$ cat src/rtl/rms_pkg.sv
package rms_pkg;
    typedef enum logic [2:0] {
        PH_IDLE = 3'd0,
        PH_ARB  = 3'd1,
        PH_RES  = 3'd2,
        PH_ADDR = 3'd3,
        PH_DEC  = 3'd4,
        PH_ACK  = 3'd5,
        PH_DATA = 3'd6
    } phase_e;
endpackage

$ cat src/rtl/rms_phase_ctl.sv
// Address-side phase sequencer with address-to-data latency count.
module rms_phase_ctl #(
    parameter int ADDR_W = 32,
    parameter int LAT    = 12,
    parameter int CNT_W  = 4
) (
    input  logic              clk,
    input  logic              rst,
    input  logic              start,
    input  logic [ADDR_W-1:0] start_addr,
    input  logic              grant,
    input  logic              line_last,
    output rms_pkg::phase_e   ph,
    output logic              req,
    output logic              avalid,
    output logic [ADDR_W-1:0] aout,
    output logic              window
);
    import rms_pkg::*;

    typedef struct packed {
        phase_e            ph;
        logic [CNT_W-1:0]  lat;
        logic [ADDR_W-1:0] addr;
    } ctl_t;

    ctl_t q, d;

    function automatic logic [CNT_W-1:0] lat_step(input logic [CNT_W-1:0] v);
        return (v == CNT_W'(LAT)) ? v : v + 1'b1;
    endfunction

    always_comb begin
        d = q;
        unique case (q.ph)
            PH_IDLE: begin
                d.lat = '0;
                if (start) begin
                    d.ph   = PH_ARB;
                    d.addr = start_addr;
                end
            end
            PH_ARB:  if (grant) d.ph = PH_RES;
            PH_RES:  begin d.ph = PH_ADDR; d.lat = '0; end
            PH_ADDR: begin d.ph = PH_DEC;  d.lat = lat_step(q.lat); end
            PH_DEC:  begin d.ph = PH_ACK;  d.lat = lat_step(q.lat); end
            PH_ACK:  begin d.ph = PH_DATA; d.lat = lat_step(q.lat); end
            PH_DATA: begin
                d.lat = lat_step(q.lat);
                if (line_last) d.ph = PH_IDLE;
            end
            default: d.ph = PH_IDLE;
        endcase
    end

    always_ff @(posedge clk) begin
        if (rst) q <= '{ph: PH_IDLE, lat: '0, addr: '0};
        else     q <= d;
    end

    assign ph     = q.ph;
    assign req    = (q.ph == PH_ARB);
    assign avalid = (q.ph == PH_ADDR);
    assign aout   = avalid ? q.addr : '0;
    assign window = (q.ph == PH_DATA) && (q.lat == CNT_W'(LAT));
endmodule

$ cat src/rtl/rms_line_fill.sv
// Beat counter and line assembly register.
module rms_line_fill #(
    parameter int DATA_W = 256,
    parameter int BEATS  = 4,
    parameter int BEAT_W = 2
) (
    input  logic                    clk,
    input  logic                    rst,
    input  logic                    window,
    input  logic                    dv,
    input  logic [DATA_W-1:0]       din,
    output logic [BEATS*DATA_W-1:0] line,
    output logic                    last,
    output logic                    done
);
    typedef struct packed {
        logic [BEAT_W-1:0]       beat;
        logic [BEATS*DATA_W-1:0] line;
        logic                    done;
    } fill_t;

    fill_t q, d;
    logic  cap;

    assign cap  = window && dv;
    assign last = cap && (q.beat == BEAT_W'(BEATS - 1));

    always_comb begin
        d      = q;
        d.done = 1'b0;
        if (cap) begin
            d.line[int'(q.beat)*DATA_W +: DATA_W] = din;
            d.beat = last ? '0 : q.beat + 1'b1;
            d.done = last;
        end
    end

    always_ff @(posedge clk) begin
        if (rst) q <= '{beat: '0, line: '0, done: 1'b0};
        else     q <= d;
    end

    assign line = q.line;
    assign done = q.done;
endmodule

$ cat src/rtl/rms_read_miss_seq.sv
// Read-miss sequencer for a split-transaction bus (top).
module rms_read_miss_seq #(
    parameter int ADDR_W     = 32,
    parameter int DATA_W     = 256,
    parameter int LINE_BYTES = 128,
    parameter int LAT        = 12
) (
    input  logic                    clk,
    input  logic                    rst,
    input  logic                    miss_valid,
    input  logic [ADDR_W-1:0]       miss_addr,
    output logic                    miss_ready,
    output logic                    bus_req,
    input  logic                    bus_gnt,
    output logic                    addr_valid,
    output logic [ADDR_W-1:0]       addr_bus,
    output logic [2:0]              phase,
    input  logic                    dbus_valid,
    input  logic [DATA_W-1:0]       dbus_data,
    output logic [LINE_BYTES*8-1:0] line_data,
    output logic                    line_done
);
    import rms_pkg::*;

    localparam int LINE_W = LINE_BYTES * 8;
    localparam int BEATS  = LINE_W / DATA_W;
    localparam int BEAT_W = (BEATS > 1) ? $clog2(BEATS) : 1;
    localparam int CNT_W  = $clog2(LAT + 1);

    phase_e ph;
    logic   window, last, accept;

    assign miss_ready = (ph == PH_IDLE);
    assign accept     = miss_valid && miss_ready;
    assign phase      = ph;

    rms_phase_ctl #(.ADDR_W(ADDR_W), .LAT(LAT), .CNT_W(CNT_W)) u_ctl (
        .clk(clk), .rst(rst), .start(accept), .start_addr(miss_addr),
        .grant(bus_gnt), .line_last(last), .ph(ph), .req(bus_req),
        .avalid(addr_valid), .aout(addr_bus), .window(window)
    );

    rms_line_fill #(.DATA_W(DATA_W), .BEATS(BEATS), .BEAT_W(BEAT_W)) u_fill (
        .clk(clk), .rst(rst), .window(window), .dv(dbus_valid),
        .din(dbus_data), .line(line_data), .last(last), .done(line_done)
    );
endmodule

$ cat config.mk
export PLATFORM = sky130hd
export DESIGN_NAME = rms_read_miss_seq
export DESIGN_NICKNAME = d
export VERILOG_FILES = /design/src/rtl/rms_pkg.sv /design/src/rtl/rms_phase_ctl.sv /design/src/rtl/rms_line_fill.sv /design/src/rtl/rms_read_miss_seq.sv
export SDC_FILE = /design/constraint.sdc
export NUM_CORES = 2
export LEC_CHECK = 0
export ABC_CLOCK_PERIOD_IN_PS = 3200
export BUFFER_PORTS_ARGS = -buffer_cell sky130_fd_sc_hd__clkbuf_2
export CORE_AREA = 2 2 528 530
export DETAILED_ROUTE_END_ITERATION = 12
export DIE_AREA = 0 0 530 532
export PLACE_DENSITY = 0.36
export SETUP_SLACK_MARGIN = 0.2
export SLEW_MARGIN = 15
export SYNTH_ARGS = -nofsm -noshare
export SYNTH_HDL_FRONTEND = slang
export SYNTH_SLANG_ARGS = --single-unit
$ cat constraint.sdc
create_clock -name clk -period 3.2 [get_ports clk]
set_clock_uncertainty 0.2 [all_clocks]
set_input_delay 0 -clock clk [delete_from_list [all_inputs] [get_ports clk]]
set_output_delay 0 -clock clk [all_outputs]
set_load 0.01 [all_outputs]
Yosys cells after proc, flatten, opt, wreduce, memory -nomap -nowiden
Index checks and enable logic that the tools add are counted.
{"block": "word_totals", "input_bits": 293, "word_cells": 45, "reg_bits": 1066}
{"block": "classes", "n_eq_ne": 12, "reduce_logical": 12, "n_mux": 9, "shift": 2, "n_bitwise": 1, "add_sub_neg": 3}
{"op": "$bwmux W1024", "n": 1}
{"op": "$shift A256 B33 Y1024 const A", "n": 1}
{"op": "$shiftx A256 B33 Y1024", "n": 1}
{"op": "$neg A10 Y33", "n": 1}
{"op": "$mux W32", "n": 1}
{"op": "$pmux W3 S7", "n": 1}
{"op": "$eq A3 B3 Y1 const B", "n": 3}
{"op": "$mux W3", "n": 3}
{"op": "$pmux W4 S2", "n": 1}
{"op": "$eq A3 B2 Y1 const B", "n": 2}
{"op": "$ne A2 B1 Y1 const B", "n": 3}
{"op": "$add A4 B1 Y4 const B", "n": 1}
{"op": "$eq A4 B4 Y1 const B", "n": 1}
{"op": "$logic_and A1 B1 Y1", "n": 4}
{"op": "$mux W4", "n": 1}
{"op": "$reduce_and A2 Y1", "n": 2}
{"op": "$reduce_or A2 Y1", "n": 2}
{"op": "$reduce_or A4 Y1", "n": 1}
{"op": "$eq A3 B1 Y1 const B", "n": 1}
{"op": "$logic_not A3 Y1", "n": 1}
{"op": "$reduce_and A3 Y1", "n": 1}
{"op": "$add A2 B1 Y2 const B", "n": 1}
{"op": "$eq A2 B2 Y1 const B", "n": 1}
{"op": "$mux W2", "n": 1}
{"op": "3 further kinds", "n": 3}

Logic depth before layout (Yosys ltp)
{"block": "logic_depth", "depth_word": 6, "depth_mapped": 9, "mapped_depth_nobuf": 5}

Hierarchy
Synthesis repeated with hierarchy kept, for this count alone.
{"block": "unflattened", "cells_unflattened": 4788, "area_unflattened_um2": 44607.8}
{"mod": "rms_line_fill", "instances": 1, "area_per_inst_um2": 42776.0, "cells_per_inst": 4555}
{"mod": "rms_phase_ctl", "instances": 1, "area_per_inst_um2": 1811.7, "cells_per_inst": 231}
{"mod": "rms_read_miss_seq", "instances": 1, "area_per_inst_um2": 20.0, "cells_per_inst": 2}

Worst setup path after synthesis
OpenSTA, ideal clock, no wires.
{"block": "synth_timing", "kind": "register to register", "startpoint": "reg u_fill.q[1025] (netlist bit)", "endpoint": "reg u_fill.q, in the netlist u_fill.line[1000]", "path_buffers": 2, "path_slack_ps": 791, "setup_time_ps": 59, "synth_period_minus_slack_ps": 2409, "required_ps": 2941, "stages_incl_launch_ff": 8, "arrival_ps": 2150, "path_cell_list": "dfxtp_1 inv_1 ha_1 or4b_1 nor4_4 buf_4 buf_4 a22o_1"}
{"block": "synth_via", "elab_chain_len": 3, "elab_cells_between_ends": 4, "cone_classes": "1 x add/sub; 2 x shift; 1 x mux"}
{"element": "from (decl)", "line_no": "rms_line_fill.sv:22", "source": "fill_t q, d;"}
{"element": "from (signal assigned)", "line_no": "rms_line_fill.sv:39", "source": "if (rst) q <= '{beat: '0, line: '0, done: 1'b0};"}
{"element": "$neg A10 Y33 *", "line_no": "rms_line_fill.sv:32", "source": "d.line[int'(q.beat)*DATA_W +: DATA_W] = din;"}
{"element": "$shiftx A256 B33 Y1024 or $shift A256 B33 Y1024 (tied branches)", "line_no": "rms_line_fill.sv:32"}
{"element": "$bwmux W1024 *", "line_no": "rms_line_fill.sv:32"}
Every way passes the cells marked *; elsewhere a longest branch is shown, timed or not.
A chain may end at the register's enable or synchronous reset.

Worst setup path after layout
{"block": "layout_timing", "startpoint": "reg u_fill.q[1025] (netlist bit)", "endpoint": "reg u_fill.q, in the netlist u_fill.line[804]"}
Same word-level chain as after synthesis.

==> run metrics <==
status complete, no violations; Async SR Flop Fraction 0%; layout cells sized above 1 29.0%; Synthesized Nets 5752; max_cap viols 0; CP endpoint kind flop; first-pass GRT wire length 356000 µm; FP Rows 193; post-synthesis sequential area ratio 45.0%; HP Start dbus_data[109]; Worst Path Arrival 3.39 ns; worst path required time 3.72 ns; Critical path buffers and inverters 3; Pint 24.0 mW; synthesis-stage register bit count 1066; Starting Density 17.2%; Power Density 511 nW/µm²; Final min period 2.87 ns; final setup fails 0; most instantiated cells after synthesis dfxtp_1, buf_4, a21oi_1, o21ai_0, nand4_1; maximum clock rate 348 MHz; antenna violations before repair 8; Worst Path Max Fanout 57; relative slew slack 6.80%; worst hold slack 0.0743 ns; YS warnings 0; number of distinct library cells after synthesis 44; post-DR vias/cell 4.53; pin slew with the least headroom to its limit 1.40 ns; IO Pins 1356; Crit-path slowest cell or4b_1; RSZ-0062 raised after global routing false; DRC Markers 0; Hold Vio Cnt, Final 0; Crit Path Category flop to flop; H-tree levels 4; Final Wtd Congestion 0.833; syn_area_per_cell 8.70 µm²; hold worst-path end u_fill.line[365]; Seq pwr share 42.0%; register-to-register setup slack 0.33 ns; Hold Path Cell Cnt 4; mapped cell area 47400 µm²; root buffer cell clkbuf_16; fin nets 6494; Pre-Repair DR Iteration Count 6; EDFF count, synth 0; Max Slew Vio Count 0; Leak Pwr 23.8 nW; Util after Layout 22.6%; peak supply drop 0.495 mV; grt total ovfl 0; Synth area leaders dfxtp_1, buf_4, nand4_1, a21oi_1, o21ai_0; CP top delay family simple AND/OR/NAND/NOR gates; worst r2r src u_fill.q[1025]; Final period util 89.8%; cell count after synthesis 5452; worst skew pair latency 0.79 ns; Yosys top cell by area dfxtp_1; critical path cell sequence inv_1, ha_1, or4b_1, nor4_4, buf_12, buf_4, a22o_1; Critical R2R Capture u_fill.line[804]; setup tns final 0 ns; buffers added on ports 1355; Via Count 45300; CTS max path bufs 4; Worst Setup Start Kind flop; Logic pwr share 6.2%; CTS tree built; core area 276000 µm²; Main synth FF type dfxtp_1; Total GRT Usage 17.2%; drt first-iter violations 3343; vias in the first global route 44600; Die H 532 µm; clock-pin slew on the worst setup and hold paths 0.06 ns; Inserted Clock Buffers 142; chip width 530 µm; routed wire length 257000 µm; Synth top area share 45.0%; Reg2Reg Depth 7; P&R area growth vs syn 31.4%; clk sink count 1066; Worst path max stage delay 0.59 ns; DP HPWL 178000 µm; total design power 31.9 mW; Worst Hold Class primary input to flop; P_sw 7.85 mW; routed length per instance 25.7 µm; most frequent cell after synthesis dfxtp_1; largest net degree at the start of global routing 168; Clk pwr share 51.8%; switch share 24.6%; DRT antenna net count 0; die area 282000 µm²
==> worst register-to-register path, cell delays in order, from the launching register on <==
cell	delay (ns)
dfxtp_1	0.33
inv_1	0.12
ha_1	0.38
or4b_1	0.59
nor4_4	0.29
buf_12	0.29
buf_4	0.45
a22o_1	0.15
==> layer usage <==
metal / track usage [%] / wire length [µm] / vias up
li1: - / - / 20300
met1: 21.8 / 109000 / 22600
met2: 27.3 / 116000 / 2005
met3: 5.01 / 22400 / 369
met4: 6.45 / 9850 / 2
met5: 0 / 13 / -
==> logic make-up (layout without fill, tap and decap cells) <==
kind of cell / count (synthesis) / after routing / synth area share, %
AND/OR/NAND/NOR: 898 / 898 / 11.6
AO/OA/AOI/OAI: 1854 / 1854 / 21.7
other: 0 / 3 / 0
buffers and inverters: 1627 / 2472 / 21.5
flip-flops: 1066 / 1066 / 45.0
adder cells (fa/ha/maj): 7 / 7 / 0.185
==> layout make-up <==
cell class	instances	area, µm²
repair buffers	2215	15600
multi-input cells	2759	16000
inverters	10	37.5
flip-flops and latches	1066	21300
diodes	3	7.51
clock buffers	208	4210
fillers	30500	213000
well taps	3705	4640
clock inverters	39	502
==> state kept, by name, indices dropped and copies added, names as in the netlist <==
register     count
u_fill.done      1
u_ctl.ph         3
u_ctl.q         36
u_fill.q         2
u_fill.line   1024
==> power groups by stage <==
stage / combinational (mW) / sequential (mW) / clock (mW)
floorplan: 0.412 / 13.6 / 0
global placement: 1.26 / 13.7 / 0
detailed placement: 1.26 / 13.7 / 0
CTS: 1.96 / 13.4 / 16.9
global route: 2.06 / 13.4 / 17.5
finish: 1.97 / 13.4 / 16.5
==> cells in the final DEF, fill, tap and decap left out, types with 2 or more instances in the layout <==
cell type / netlist / layout
a211oi_1: 2 / 2
a21oi_1: 808 / 808
a22o_1: 256 / 256
and2_1: 32 / 32
and3_1: 3 / 3
and4b_4: 0 / 3
buf_12: 0 / 64
buf_4: 1041 / 171
buf_8: 0 / 2
bufinv_16: 0 / 9
clkbuf_1: 484 / 30
clkbuf_16: 0 / 146
clkbuf_2: 0 / 1354
clkbuf_8: 0 / 32
clkinv_2: 0 / 16
clkinv_4: 0 / 2
clkinv_8: 0 / 3
clkinvlp_4: 0 / 4
dfxtp_1: 1066 / 1065
diode_2: 0 / 3
dlygate4sd3_1: 0 / 623
ha_1: 7 / 7
inv_1: 10 / 10
inv_6: 0 / 4
nand2_1: 64 / 64
nand2b_1: 2 / 2
nand3_1: 2 / 2
nand3b_1: 2 / 2
nand4_1: 770 / 770
nand4b_1: 3 / 3
nor3_1: 2 / 2
nor3b_2: 0 / 2
o2111a_1: 2 / 2
o21ai_0: 776 / 776
==> worst max path at each step <==
stage	startpoint	endpoint	slack (ns)	cells past startpoint
finish	u_fill.q[1025]	u_fill.line[804]	0.33	7
detailed placement	u_fill.q[1025]	u_fill.line[804]	0.40	7
global route	u_ctl.ph[2]	u_ctl.q[27]	0.22	7
floorplan	u_fill.q[1025]	u_fill.line[1000]	0.79	7
CTS	u_ctl.ph[1]	addr_bus[17]	0.27	5
global placement	u_fill.q[1025]	u_fill.line[804]	0.40	7
==> stage by stage <==
stage               setup WS [ns]  instance area (µm²)  cells
CTS                         0.268                62300  10000
finish                      0.327                62300  10000
global route                0.217                62300  10000
global placement            0.402                51300   9132
floorplan                   0.791                47400   5452
detailed placement          0.405                51300   9132
==> repair_timing <==
item                                    4_1_cts  5_1_grt
buffers inserted                              0        0
gates resized for setup                       3        4
hold buffers                                623        0
endpoints found under the setup margin       32        4
endpoints found under the hold margin      1066        0
Note: power is estimated with default switching activity, not from simulation.
